--- src/rtl/wdc_pkg.sv ---
package wdc_pkg;
  localparam int ADDR_W = 3;
  localparam int CPS_W  = 3;
  // control byte fields
  localparam int CTL_RUN   = 0;
  localparam int CTL_IDLE  = 1;
  localparam int CTL_CPS_L = 2;
  // watchdog config byte fields
  localparam int WCF_EN    = 0;
  localparam int WCF_LOCK  = 1;

  typedef enum logic [ADDR_W-1:0] {
    A_CLO  = 3'd0,
    A_CHI  = 3'd1,
    A_CTRL = 3'd2,
    A_MODE = 3'd3,
    A_OFS  = 3'd4,
    A_DLN  = 3'd5,
    A_WCFG = 3'd6,
    A_NONE = 3'd7
  } wdc_addr_e;
endpackage

--- src/rtl/wdc_counter.sv ---
module wdc_counter #(
  parameter int BYTE_W = 8
) (
  input  logic              clk,
  input  logic              rst,
  input  logic              tick,
  input  logic              run,
  input  logic              wr_lo,
  input  logic              wr_hi,
  input  logic [BYTE_W-1:0] wdata,
  output logic [BYTE_W-1:0] cnt_lo,
  output logic [BYTE_W-1:0] cnt_hi,
  output logic              hi_evt
);
  localparam int CNT_W = 2 * BYTE_W;

  logic [CNT_W-1:0] cnt_inc;
  assign cnt_inc = {cnt_hi, cnt_lo} + 1'b1;

  // byte writes win over counting; carry from low byte flags the high-byte event
  always_ff @(posedge clk) begin
    if (rst) begin
      cnt_lo <= '0;
      cnt_hi <= '0;
      hi_evt <= 1'b0;
    end else begin
      hi_evt <= 1'b0;
      if (wr_lo) begin
        cnt_lo <= wdata;
      end else if (wr_hi) begin
        cnt_hi <= wdata;
      end else if (tick && run) begin
        {cnt_hi, cnt_lo} <= cnt_inc;
        hi_evt           <= &cnt_lo;
      end
    end
  end
endmodule

--- src/rtl/wdc_cfg.sv ---
module wdc_cfg
  import wdc_pkg::*;
#(
  parameter int              BYTE_W   = 8,
  parameter logic [BYTE_W-1:0] MODE_SWT = 'h09
) (
  input  logic              clk,
  input  logic              rst,
  input  logic              wr_en,
  input  logic [ADDR_W-1:0] addr,
  input  logic [BYTE_W-1:0] wdata,
  output logic              wd_en,
  output logic              lock,
  output logic              run_sw,
  output logic              idle,
  output logic [CPS_W-1:0]  cps,
  output logic [BYTE_W-1:0] mode_eff
);
  logic [BYTE_W-1:0] mode_q;

  always_ff @(posedge clk) begin
    if (rst) begin
      wd_en  <= 1'b1;          // active out of reset
      lock   <= 1'b0;
      run_sw <= 1'b0;
      idle   <= 1'b0;
      cps    <= '0;
      mode_q <= '0;
    end else if (wr_en) begin
      case (addr)
        A_CTRL: begin
          run_sw <= wdata[CTL_RUN];                 // stored, never gates counting while active
          if (!wd_en) begin                         // frozen while active
            idle <= wdata[CTL_IDLE];
            cps  <= wdata[CTL_CPS_L +: CPS_W];
          end
        end
        A_MODE: if (!wd_en) mode_q <= wdata;
        A_WCFG: begin
          lock  <= lock | wdata[WCF_LOCK];
          wd_en <= wdata[WCF_EN] | (lock & wd_en);
        end
        default: ;
      endcase
    end
  end

  // slot behaves as a software timer while the watchdog owns it
  assign mode_eff = wd_en ? MODE_SWT : mode_q;
endmodule

--- src/rtl/wdc_slot.sv ---
module wdc_slot #(
  parameter int BYTE_W = 8
) (
  input  logic              clk,
  input  logic              rst,
  input  logic              wd_en,
  input  logic              wr_ofs,
  input  logic              wr_dln,
  input  logic [BYTE_W-1:0] wdata,
  input  logic [BYTE_W-1:0] cnt_hi,
  input  logic              hi_evt,
  output logic [BYTE_W-1:0] ofs,
  output logic [BYTE_W-1:0] dln,
  output logic              rst_req
);
  logic              refresh;
  logic              refr_evt;
  logic [BYTE_W-1:0] next_dln;
  logic              hit;

  assign refresh  = wr_dln & wd_en;
  assign next_dln = cnt_hi + ofs;                    // wraps in BYTE_W bits
  // evaluate only after a high-byte step or a refresh; a refresh this cycle wins
  assign hit      = wd_en & (hi_evt | refr_evt) & (dln == cnt_hi) & ~refresh;

  always_ff @(posedge clk) begin
    if (rst) begin
      ofs      <= '0;
      dln      <= '0;
      refr_evt <= 1'b0;
      rst_req  <= 1'b0;
    end else begin
      refr_evt <= refresh;
      rst_req  <= hit;
      if (wr_ofs) ofs <= wdata;
      if (wr_dln) dln <= wd_en ? next_dln : wdata;   // plain store when disabled
    end
  end
endmodule

--- src/rtl/wdc_wdog.sv ---
module wdc_wdog
  import wdc_pkg::*;
#(
  parameter int                BYTE_W   = 8,
  parameter logic [BYTE_W-1:0] MODE_SWT = 'h09
) (
  input  logic              clk,
  input  logic              rst,
  input  logic              tick,
  input  logic              wr_en,
  input  logic [2:0]        addr,
  input  logic [BYTE_W-1:0] wr_data,
  output logic [BYTE_W-1:0] rd_data,
  output logic              rst_req
);
  logic              wd_en, lock, run_sw, idle, hi_evt;
  logic [CPS_W-1:0]  cps;
  logic [BYTE_W-1:0] mode_eff, cnt_lo, cnt_hi, ofs, dln;
  logic              wr_lo, wr_hi;
  logic [BYTE_W-1:0] rd_mux;

  // counter bytes writable only with the watchdog off
  assign wr_lo = wr_en & (addr == A_CLO) & ~wd_en;
  assign wr_hi = wr_en & (addr == A_CHI) & ~wd_en;

  wdc_cfg #(.BYTE_W(BYTE_W), .MODE_SWT(MODE_SWT)) i_cfg (
    .clk(clk), .rst(rst), .wr_en(wr_en), .addr(addr), .wdata(wr_data),
    .wd_en(wd_en), .lock(lock), .run_sw(run_sw), .idle(idle), .cps(cps),
    .mode_eff(mode_eff)
  );

  wdc_counter #(.BYTE_W(BYTE_W)) i_cnt (
    .clk(clk), .rst(rst), .tick(tick), .run(run_sw | wd_en),   // forced run
    .wr_lo(wr_lo), .wr_hi(wr_hi), .wdata(wr_data),
    .cnt_lo(cnt_lo), .cnt_hi(cnt_hi), .hi_evt(hi_evt)
  );

  wdc_slot #(.BYTE_W(BYTE_W)) i_slot (
    .clk(clk), .rst(rst), .wd_en(wd_en),
    .wr_ofs(wr_en & (addr == A_OFS)), .wr_dln(wr_en & (addr == A_DLN)),
    .wdata(wr_data), .cnt_hi(cnt_hi), .hi_evt(hi_evt),
    .ofs(ofs), .dln(dln), .rst_req(rst_req)
  );

  // registered read port
  always_comb begin
    rd_mux = '0;
    case (addr)
      A_CLO:  rd_mux = cnt_lo;
      A_CHI:  rd_mux = cnt_hi;
      A_CTRL: begin
        rd_mux[CTL_RUN]             = run_sw;
        rd_mux[CTL_IDLE]            = idle;
        rd_mux[CTL_CPS_L +: CPS_W]  = cps;
      end
      A_MODE: rd_mux = mode_eff;
      A_OFS:  rd_mux = ofs;
      A_DLN:  rd_mux = dln;
      A_WCFG: begin
        rd_mux[WCF_EN]   = wd_en;
        rd_mux[WCF_LOCK] = lock;
      end
      default: rd_mux = '0;
    endcase
  end

  always_ff @(posedge clk) begin
    if (rst) rd_data <= '0;
    else     rd_data <= rd_mux;
  end
endmodule

--- config.mk ---
export PLATFORM = sky130hd
export DESIGN_NAME = wdc_wdog
export DESIGN_NICKNAME = d
export VERILOG_FILES = /design/src/rtl/wdc_pkg.sv /design/src/rtl/wdc_counter.sv /design/src/rtl/wdc_cfg.sv /design/src/rtl/wdc_slot.sv /design/src/rtl/wdc_wdog.sv
export SDC_FILE = /design/constraint.sdc
export NUM_CORES = 1
export LEC_CHECK = 0
export ABC_CLOCK_PERIOD_IN_PS = 1620
export BUFFER_PORTS_ARGS = -buffer_cell sky130_fd_sc_hd__buf_4
export CAP_MARGIN = 0
export CORE_UTILIZATION = 33
export DETAILED_ROUTE_END_ITERATION = 6
export HOLD_SLACK_MARGIN = 0.02
export PLACE_DENSITY = 0.48
export SYNTH_ARGS = -nofsm -noshare
export SYNTH_HDL_FRONTEND = slang
export SYNTH_SLANG_ARGS = --single-unit
--- constraint.sdc ---
create_clock -name clk -period 1.62 [get_ports clk]
set_input_delay 0.324 -clock clk [delete_from_list [all_inputs] [get_ports clk]]
set_output_delay 0.324 -clock clk [all_outputs]
set_load 0.01 [all_outputs]
; Word level (Yosys, flattened, before mapping)
; Index checks and enable logic that the tools add are counted.
[totals]
regBits = 58
input_bits = 15
[classes]
addsub = 2
eq_ne = 8
mux = 10
bitwise = 19
n_reduce_logical = 12
[op_table]
columns = cell, n
row1 = 2-to-1 mux 8 bit, 7
row2 = one-hot mux 3 bit (6 select lines), 1
row3 = adder 16 x 1 -> 16 bit (second input constant), 1
row4 = one-hot mux 3 bit (5 select lines), 1
row5 = one-hot mux 2 bit (7 select lines), 1
row6 = AND 1 bit, 11
row7 = == test 3 bit (second input constant), 3
row8 = adder 8 bit, 1
row9 = == test 8 bit, 1
row10 = AND reduction 2 bit, 4
row11 = AND reduction 8 bit, 1
row12 = == test 3 x 2 -> 1 bit (second input constant), 2
row13 = AND reduction 3 bit, 2
row14 = NOT 1 bit, 4
row15 = OR 1 bit, 4
row16 = nonzero test 2 bit, 2
row17 = OR reduction 4 bit, 1
row18 = == test 3 x 1 -> 1 bit (second input constant), 1
row19 = zero test 3 bit, 1
row20 = inequality test 2 x 1 -> 1 bit (second input constant), 1
row21 = logical AND 1 bit, 1

; Logic depth before layout (Yosys ltp)
; Gate-level depths: netlist of run 1.
[depth]
ltp_word = 5
depth_mapped = 8
depth_no_buf = 8

; Modules after synthesis
; Synthesis of run 1 repeated with hierarchy kept, for this count alone.
[hier_totals]
cells_unflattened = 391
area_unflattened_um2 = 3563.4
[modules_own_cells]
columns = mod, instances, cells_per_inst, area_per_inst_um2
row1 = wdc_slot, 1, 124, 1127.3
row2 = wdc_counter, 1, 127, 1051.0
row3 = wdc_cfg, 1, 71, 713.2
row4 = wdc_wdog, 1, 69, 671.9

; Worst setup path after synthesis of run 1
; OpenSTA, ideal clock, no wires.
[synth_path]
path_type = flip-flop to flip-flop
start = reg i_cnt.cnt_hi[6]
end = reg i_slot.dln[7]
arrival_ns = 1.648
required_ns = 1.481
setup_slack_ns = -0.167
path_stages_with_launch = 6
path_buffers = 0
period_less_slack_ns = 1.787
cell_sequence = dfxtp_1 -> ha_1 -> nand2_1 -> or4b_2 -> o22ai_1 -> o221ai_1
[synth_via]
elab_chain_cells = 2
[synth_lines]
columns = item, line
row1 = start: declaration, wdc_counter.sv:12  ; output logic [BYTE_W-1:0] cnt_hi,
row2 = start signal: assignment, wdc_counter.sv:31  ; cnt_hi <= wdata;
row3 = start signal: assignment, wdc_counter.sv:33  ; {cnt_hi, cnt_lo} <= cnt_inc;
row4 = adder 8 bit, wdc_slot.sv:22  ; assign next_dln = cnt_hi + ofs;
row5 = 2-to-1 mux 8 bit, wdc_slot.sv:36  ; if (wr_dln) dln <= wd_en ? next_dln : wdata;
row6 = end signal: assignment, wdc_slot.sv:36
row7 = end: declaration, wdc_slot.sv:13  ; output logic [BYTE_W-1:0] dln,
; No other way between the ends.
; A chain may end at the register's enable or synchronous reset.

; Worst setup path after layout of run 1
[layout_path]
start = reg i_cnt.cnt_hi[0]
end = reg i_slot.dln[4]
; The elaborated chain is that of the path after synthesis.

==> results_dict.tcl, run 1 <==
set metrics [dict create \
    post-layout-total-power_mw 3.44 \
    post_synthesis_to_final_layout_area_growth_pct 38.4 \
    setup_slack_ns -0.0220 \
    fraction_of_final_layout_cells_sized_beyond_drive_strength_1_pct 34.8 \
    antenna_cells 0 \
    yosys.area_share.xor_xnor_pct 3.14 \
    violations "setup timing" \
    cts_tree "built" \
    mappedNetlistArea_sq_um 3350 \
    critical_path.startpoint_type "flop" \
    final_design_area_no_fill_sq_um 4640 \
    setup-violations-final 2 \
    synth.area.mux_share_pct 6.68 \
    place_hpwl_mm 8.40 \
    worstSetupPathType "reg2reg" \
    core_region_area_sq_um 9820 \
    vias 3452 \
    main_combinational_cell_family_by_area_after_synthesis "simple AND/OR/NAND/NOR gates" \
    max_slew.worst_pin.slew_ns 0.425 \
    hold_path.class "in2reg" \
    critPathMaxStageDelay_ns 0.38 \
    timing.final.max_slew_violations 0 \
    std_cell_rows 36 \
    synth_fp_nets 440 \
    gpl.final_weighted_congestion 0.875 \
    irDropWorstVdd_v 0.000376 \
    number_of_buffers_inserted_during_clock_tree_synthesis 9 \
    run_status "finished, violations left" \
    cap_violations 0 \
    synth_seq_area_share_pct 34.6 \
    timing.critical_path.to_type "flop" \
    setup_tns_final_ns -0.0370 \
    detail_route.wirelength_mm 11.5 \
    holdPathStages 3 \
    power.leakage_nw 1.80 \
    wire_length_per_cell_after_detailed_routing_um 17.9 \
    synth-adder-area-share_pct 3.58 \
    timing.clock.skew_ns 0.0121 \
    synth_compound_gate_area_share_pct 21.3 \
    detail_route.first_pass.iterations 5 \
    rr_endpoint "i_slot.dln[4]$_SDFFE_PP0N_" \
    synth-seq-cells 58 \
    grt_max_degree 38 \
    drt_iter0_markers 189 \
    power.density_nw_per_um2 741 \
    rsz_0062_raised_after_global_routing "true" \
    initial_antenna_violation_count 0 \
    finalWorstPathRequiredPeriod_ns 1.64 \
    width_of_the_die_um 103 \
    hold_viol_final 0 \
    required_time_of_the_critical_path_ns 1.87 \
    timing.hold.ws_ns 0.290 \
    boundaryPins 24 \
    grt_first_pass_wirelength_mm 17.8 \
    synth_simple_gate_area_share_pct 26.4 \
    numClockSinks 58 \
    r2r.worst_path.cells 8 \
    placed_cell_area_sq_um 4200 \
    initial_utilization_pct 34.1 \
    worst_skew_pair_latency_ns 0.35 \
    h-tree-depth 3 \
    worst-path-max-fanout 2 \
    grt_use_total_pct 23.0 \
    detail_route.drc_violations 0 \
    floorplan_die_height_um 103 \
    ys_async_sr_fraction_pct 0 \
    path_clk_slew_ns 0.08 \
    die_area_sq_um 10600 \
    fin_util_pct 47.3 \
    synthesis.area_per_instance_sq_um 8.06 \
    drtAntennaViolNets 0 \
    ys_types 62 \
    layout_worst_path_cycle_share_pct 101 \
    r2r_start "i_cnt.cnt_hi[0]$_SDFFE_PP0P_" \
    ctsRootBufferMaster "sky130_fd_sc_hd__clkbuf_8" \
    synth_edf_count 0 \
    crit_path_cell_trace "ha_4 -> inv_2 -> fa_2 -> nor2b_2 -> o21a_1 -> nor3_1 -> nand3b_1 -> a311oi_1" \
    achievable-frequency_mhz 609 \
    synthesis.instances 416 \
    via_per_inst 5.35 \
    worst_hold_startpoint "wr_data[0]" \
    postSynth.topFlopCell "sky130_fd_sc_hd__dfxtp_1" \
    worst_slew_margin_pct 71.7 \
    finalNetCount 531 \
    cts.path.max_buffers 2 \
    grt.overflow.total 0 \
    timing.reg2reg.setup_slack_ns -0.02 \
    cp_top_family "adder cells" \
    worst-endpoint-arrival_ns 1.90 \
    grt_pass1_vias 3238 \
    hold-path-endpoint "i_slot.ofs[0]$_SDFFE_PP0P_" \
    synth_warnings 0 \
    timing.critical_path.slowest_stage_cell "sky130_fd_sc_hd__dfxtp_4" \
    critical_path_buf_inv_count 1 \
    buffer_ports.inserted 23 \
]
-- cell usage in the layout (no fill, tap or decap), types with 3 or more instances in the layout --
cell type,netlist,routed
sky130_fd_sc_hd__buf_4,1,105
sky130_fd_sc_hd__nand2_1,64,62
sky130_fd_sc_hd__dfxtp_1,58,50
sky130_fd_sc_hd__a21oi_1,40,39
sky130_fd_sc_hd__nor2_1,35,31
sky130_fd_sc_hd__nand3_1,19,17
sky130_fd_sc_hd__o21ai_0,14,13
sky130_fd_sc_hd__mux2i_1,10,10
sky130_fd_sc_hd__nor3_1,13,10
sky130_fd_sc_hd__clkbuf_8,0,9
sky130_fd_sc_hd__xor2_1,7,7
sky130_fd_sc_hd__a22oi_1,6,6
sky130_fd_sc_hd__nor2b_1,6,5
sky130_fd_sc_hd__xnor2_1,5,5
sky130_fd_sc_hd__nand2b_1,5,5
sky130_fd_sc_hd__a311oi_1,5,5
sky130_fd_sc_hd__dfxtp_2,0,5
sky130_fd_sc_hd__inv_1,5,4
sky130_fd_sc_hd__a211oi_1,5,4
sky130_fd_sc_hd__nor2_2,0,4
sky130_fd_sc_hd__a21o_1,4,4
sky130_fd_sc_hd__mux4_2,4,4
sky130_fd_sc_hd__nor4_2,1,4
sky130_fd_sc_hd__o211ai_1,4,4
sky130_fd_sc_hd__o22ai_1,5,4
sky130_fd_sc_hd__o32ai_1,5,4
sky130_fd_sc_hd__and3_1,3,3
sky130_fd_sc_hd__and4_4,1,3
sky130_fd_sc_hd__and2_1,4,3
sky130_fd_sc_hd__nand4b_1,3,3
sky130_fd_sc_hd__nand4_1,3,3
sky130_fd_sc_hd__nor3_2,0,3
sky130_fd_sc_hd__o31a_1,3,3
sky130_fd_sc_hd__nand3b_1,3,3
sky130_fd_sc_hd__mux2_2,3,3
sky130_fd_sc_hd__ha_4,0,3
sky130_fd_sc_hd__ha_1,8,3
sky130_fd_sc_hd__dfxtp_4,0,3
sky130_fd_sc_hd__buf_6,0,3
-- flip-flops by register name, indices dropped and copies added (netlist names) --
signal / flops
i_cfg.run_sw: 1
i_slot.rst_req: 1
i_cfg.idle: 1
i_cfg.lock: 1
i_cfg.cps: 3
i_cnt.cnt_hi: 8
i_slot.dln: 8
rd_data: 8
i_slot.refr_evt: 1
i_cnt.hi_evt: 1
i_cfg.mode_q: 8
i_slot.ofs: 8
i_cnt.cnt_lo: 8
i_cfg.wd_en: 1
-- synth_stat cells, types with 4 or more instances --
library cell,count,share of area (%)
sky130_fd_sc_hd__a22oi_1,6,1.3
sky130_fd_sc_hd__clkbuf_1,14,1.6
sky130_fd_sc_hd__a21oi_1,40,6.0
sky130_fd_sc_hd__nand2b_1,5,0.93
sky130_fd_sc_hd__xor2_1,7,1.8
sky130_fd_sc_hd__o21ai_0,14,2.1
sky130_fd_sc_hd__a211oi_1,5,1.1
sky130_fd_sc_hd__nand3_1,19,2.8
sky130_fd_sc_hd__inv_1,5,0.56
sky130_fd_sc_hd__a21o_1,4,0.90
sky130_fd_sc_hd__mux2i_1,10,3.0
sky130_fd_sc_hd__and2_1,4,0.75
sky130_fd_sc_hd__nor2_1,35,3.9
sky130_fd_sc_hd__ha_1,8,3.0
sky130_fd_sc_hd__o211ai_1,4,0.90
sky130_fd_sc_hd__o32ai_1,5,1.3
sky130_fd_sc_hd__nand2_1,64,7.2
sky130_fd_sc_hd__dfxtp_1,58,35
sky130_fd_sc_hd__mux4_2,4,2.7
sky130_fd_sc_hd__nor2b_1,6,1.1
sky130_fd_sc_hd__xnor2_1,5,1.3
sky130_fd_sc_hd__nor3_1,13,1.9
sky130_fd_sc_hd__a311oi_1,5,1.3
sky130_fd_sc_hd__buf_2,11,1.6
sky130_fd_sc_hd__o22ai_1,5,0.93
-- cells by family after synthesis --
kind of cell,count (synthesis)
DFF,58
muxes,17
xor gates and xnor gates,12
AOI/OAI and AO/OA,109
buffers and inverters,33
and+or+nand+nor,178
adders and majority gates,9
-- through the flow --
stage / worst slack [ns] / instances
2_1_floorplan: -0.0418 / 416
3_3_place_gp: -0.148 / 620
3_5_place_dp: -0.138 / 620
4_1_cts: -0.0363 / 639
5_1_grt: -0.169 / 645
6_report: -0.0220 / 645
-- timing repair --
| item | in CTS | in global routing |
|---|---|---|
| hold buffers | 0 | 0 |
| pin swaps | 14 | 12 |
| setup buffers | 4 | 6 |
| endpoints found under the setup margin | 10 | 19 |
| gates resized for setup | 18 | 21 |
-- worst max-delay path by stage --
stage | endpoint | slack, ns | start | cells past startpoint
2_1_floorplan | i_slot.dln[4]$_SDFFE_PP0N_ | -0.04 | i_slot.ofs[0]$_SDFFE_PP0P_ | 8
3_3_place_gp | i_cnt.cnt_lo[1]$_SDFFE_PP0P_ | -0.15 | addr[0] | 7
3_5_place_dp | i_slot.dln[4]$_SDFFE_PP0N_ | -0.14 | i_cnt.cnt_hi[0]$_SDFFE_PP0P_ | 8
4_1_cts | i_slot.dln[6]$_SDFFE_PP0N_ | -0.04 | i_cnt.cnt_hi[0]$_SDFFE_PP0P_ | 8
5_1_grt | i_slot.dln[6]$_SDFFE_PP0N_ | -0.17 | i_cnt.cnt_hi[0]$_SDFFE_PP0P_ | 8
6_report | i_slot.dln[4]$_SDFFE_PP0N_ | -0.02 | i_cnt.cnt_hi[0]$_SDFFE_PP0P_ | 8
-- layout make-up --
class | count | area [sq um]
flip-flops and latches | 58 | 1180
well taps | 133 | 166
fillers | 1017 | 5180
clock buffers | 10 | 149
multi-input cells | 325 | 2220
inverters | 5 | 18.8
repair buffers | 108 | 822
clock inverters | 6 | 86.3
-- routing by layer --
layer,vias up,part of all wire (%),GRT usage (%)
li1,1708,-,-
met1,1652,48,31.7
met4,0,1.9,8.13
met5,-,0,0
met3,13,4.2,3.32
met2,79,46,36.7
-- power by group --
group,switching (mW),internal (mW),total [mW]
combinational,0.213,0.153,0.366
clock,0.651,0.959,1.61
sequential,0.0170,1.44,1.46
total,0.881,2.56,3.44
-- worst reg2reg max path, cell delays in order (launching register included) --
cell	delay, ns
sky130_fd_sc_hd__dfxtp_4	0.38
sky130_fd_sc_hd__ha_4	0.13
sky130_fd_sc_hd__inv_2	0.03
sky130_fd_sc_hd__fa_2	0.34
sky130_fd_sc_hd__nor2b_2	0.13
sky130_fd_sc_hd__o21a_1	0.13
sky130_fd_sc_hd__nor3_1	0.04
sky130_fd_sc_hd__nand3b_1	0.16
sky130_fd_sc_hd__a311oi_1	0.21
No activity file was read; power rests on OpenSTA's default activity.
==> run 2, diff against run 1 <==
--- a/config.mk
+++ b/config.mk
@@ -9,6 +9,7 @@
 export BUFFER_PORTS_ARGS = -buffer_cell sky130_fd_sc_hd__buf_4
 export CAP_MARGIN = 0
 export CORE_UTILIZATION = 33
+export CTS_BUF_LIST = sky130_fd_sc_hd__clkbuf_4 sky130_fd_sc_hd__clkbuf_8
 export DETAILED_ROUTE_END_ITERATION = 6
 export HOLD_SLACK_MARGIN = 0.02
 export PLACE_DENSITY = 0.48
==> results_dict.tcl, run 2 (synthesis results as in run 1) <==
set metrics [dict create \
    internal_power_mw 2.62 \
    worst_skew_pair_latency_ns 0.34 \
    violations "setup timing" \
    worstSetupPathType "reg2reg" \
    power.density_nw_per_um2 753 \
    detail_route.first_pass.iterations 5 \
    finalWorstPathRequiredPeriod_ns 1.64 \
    initial_utilization_pct 34.1 \
    buffer_ports.inserted 23 \
    final_cell_mix "sky130_fd_sc_hd__buf_4 (105), sky130_fd_sc_hd__nand2_1 (63), sky130_fd_sc_hd__dfxtp_1 (50), sky130_fd_sc_hd__a21oi_1 (39), sky130_fd_sc_hd__nor2_1 (31)" \
    crit_path_cell_trace "ha_4 -> inv_2 -> fa_2 -> nor2b_2 -> o21a_1 -> nor3_1 -> nand3b_1 -> a311oi_1" \
    r2r.worst_path.cells 8 \
    drt_iter0_markers 189 \
    boundaryPins 24 \
    hold_path.class "in2reg" \
    via_per_inst 5.34 \
    run_status "finished, violations left" \
    max_slew.worst_pin.slew_ns 0.425 \
    core_region_area_sq_um 9820 \
    required_time_of_the_critical_path_ns 1.87 \
    path_clk_slew_ns 0.08 \
    switchingPower_uw 877 \
    power.leakage_nw 1.80 \
    timing.critical_path.slowest_stage_cell "sky130_fd_sc_hd__dfxtp_4" \
    worst_hold_startpoint "wr_data[0]" \
    detail_route.wirelength_mm 11.5 \
    holdPathStages 3 \
    timing.reg2reg.setup_slack_ns -0.02 \
    critPathMaxStageDelay_ns 0.38 \
    antenna_cells 0 \
    cap_violations 0 \
    std_cell_rows 36 \
    ctsRootBufferMaster "sky130_fd_sc_hd__clkbuf_8" \
    rr_endpoint "i_slot.dln[4]$_SDFFE_PP0N_" \
    achievable-frequency_mhz 610 \
    timing.final.max_slew_violations 0 \
    hold_viol_final 0 \
    grt.overflow.total 0 \
    final_common_cell "sky130_fd_sc_hd__buf_4" \
    vias 3444 \
    cp_top_family "adder cells" \
    wire_length_per_cell_after_detailed_routing_um 17.8 \
    numClockSinks 58 \
    irDropWorstVdd_v 0.000376 \
    startpoint_of_the_worst_setup_timing_path "i_cnt.cnt_hi[0]$_SDFFE_PP0P_" \
    finalNetCount 531 \
    grt_use_total_pct 23.0 \
    clkPwrFrac_pct 47.8 \
    setup-violations-final 2 \
    width_of_the_die_um 103 \
    critical_path.startpoint_type "flop" \
    r2r_start "i_cnt.cnt_hi[0]$_SDFFE_PP0P_" \
    timing.critical_path.to_type "flop" \
    grt_pass1_vias 3238 \
    finalNonFillerCells 645 \
    worst-path-max-fanout 2 \
    share_seq_of_total_power_pct 41.8 \
    fraction_of_final_layout_cells_sized_beyond_drive_strength_1_pct 34.6 \
    number_of_buffers_inserted_during_clock_tree_synthesis 9 \
    hold-path-endpoint "i_slot.ofs[0]$_SDFFE_PP0P_" \
    placement.setup.worst_slack_ns -0.138 \
    cts_tree "built" \
    cts.path.max_buffers 2 \
    setup_tns_final_ns -0.0313 \
    place_hpwl_mm 8.40 \
    floorplan_die_height_um 103 \
    detail_route.drc_violations 0 \
    grt_first_pass_wirelength_mm 17.8 \
    h-tree-depth 3 \
    timing.clock.skew_ns 0.0113 \
    drtAntennaViolNets 0 \
    comb_power_share_pct 10.5 \
    worst_slew_margin_pct 71.7 \
    rsz_0062_raised_after_global_routing "true" \
    post_synthesis_to_final_layout_area_growth_pct 38.5 \
    critical_path_buf_inv_count 1 \
    die_area_sq_um 10600 \
    switching_share_pct 25.1 \
    placed_cells 620 \
    worst-endpoint-arrival_ns 1.89 \
    layout_worst_path_cycle_share_pct 101 \
    setup_slack_ns -0.0198 \
    grt_max_degree 38 \
    initial_antenna_violation_count 0 \
    gpl.final_weighted_congestion 0.875 \
]
==> run 2: routing by layer <==
metal	vias up	track usage, %	wire length [um]
met5	-	0	0
met2	77	36.7	5240
met1	1646	31.7	5600
met3	13	3.32	465
met4	0	8.13	214
li1	1708	-	-
==> run 2: repair_timing <==
action,CTS,global route
buffers inserted,4,6
resized for setup,18,20
hold buffers,0,0
setup endpoints to repair,10,20
pin swaps,13,12
==> run 2: tightest hold or removal path, stage by stage <==
cell and delay [ns]:
sky130_fd_sc_hd__buf_4 0.15, sky130_fd_sc_hd__nand2_1 0.06, sky130_fd_sc_hd__a21oi_1 0.05
==> run 2: power groups by stage <==
| stage | combinational, mW | sequential [mW] | clock (mW) |
|---|---|---|---|
| after floorplan | 0.174 | 1.50 | 0 |
| after global placement | 0.352 | 1.50 | 0 |
| after detailed placement | 0.352 | 1.50 | 0 |
| after CTS | 0.358 | 1.46 | 1.69 |
| after global routing | 0.395 | 1.46 | 1.75 |
| final | 0.365 | 1.46 | 1.67 |
==> run 2: metrics by stage <==
step	hold slack, ns	util [%]	instance area, sq um	power, mW
finish	0.289	47.3	4640	3.49
global route	0.287	47.3	4640	3.61
CTS	0.280	45.9	4510	3.51
detailed placement	0.447	42.7	4200	1.85
global placement	0.444	42.7	4200	1.85
floorplan	0.428	-	3400	1.67
==> run 2: worst max path at each step <==
stage,endpoint,slack (ns),cells past startpoint
floorplan,i_slot.dln[4]$_SDFFE_PP0N_,-0.04,8
CTS,i_slot.dln[6]$_SDFFE_PP0N_,-0.04,8
detailed placement,i_slot.dln[4]$_SDFFE_PP0N_,-0.14,8
global route,i_slot.dln[6]$_SDFFE_PP0N_,-0.17,8
finish,i_slot.dln[4]$_SDFFE_PP0N_,-0.02,8
global placement,i_cnt.cnt_lo[1]$_SDFFE_PP0P_,-0.15,7
==> run 2: layout make-up <==
type / instances / area [sq um]
inverters: 5 / 18.8
fillers: 1016 / 5180
clock buffers: 9 / 124
clock inverters: 7 / 116
repair buffers: 108 / 822
flip-flops and latches: 58 / 1180
well taps: 133 / 166
multi-input cells: 325 / 2220
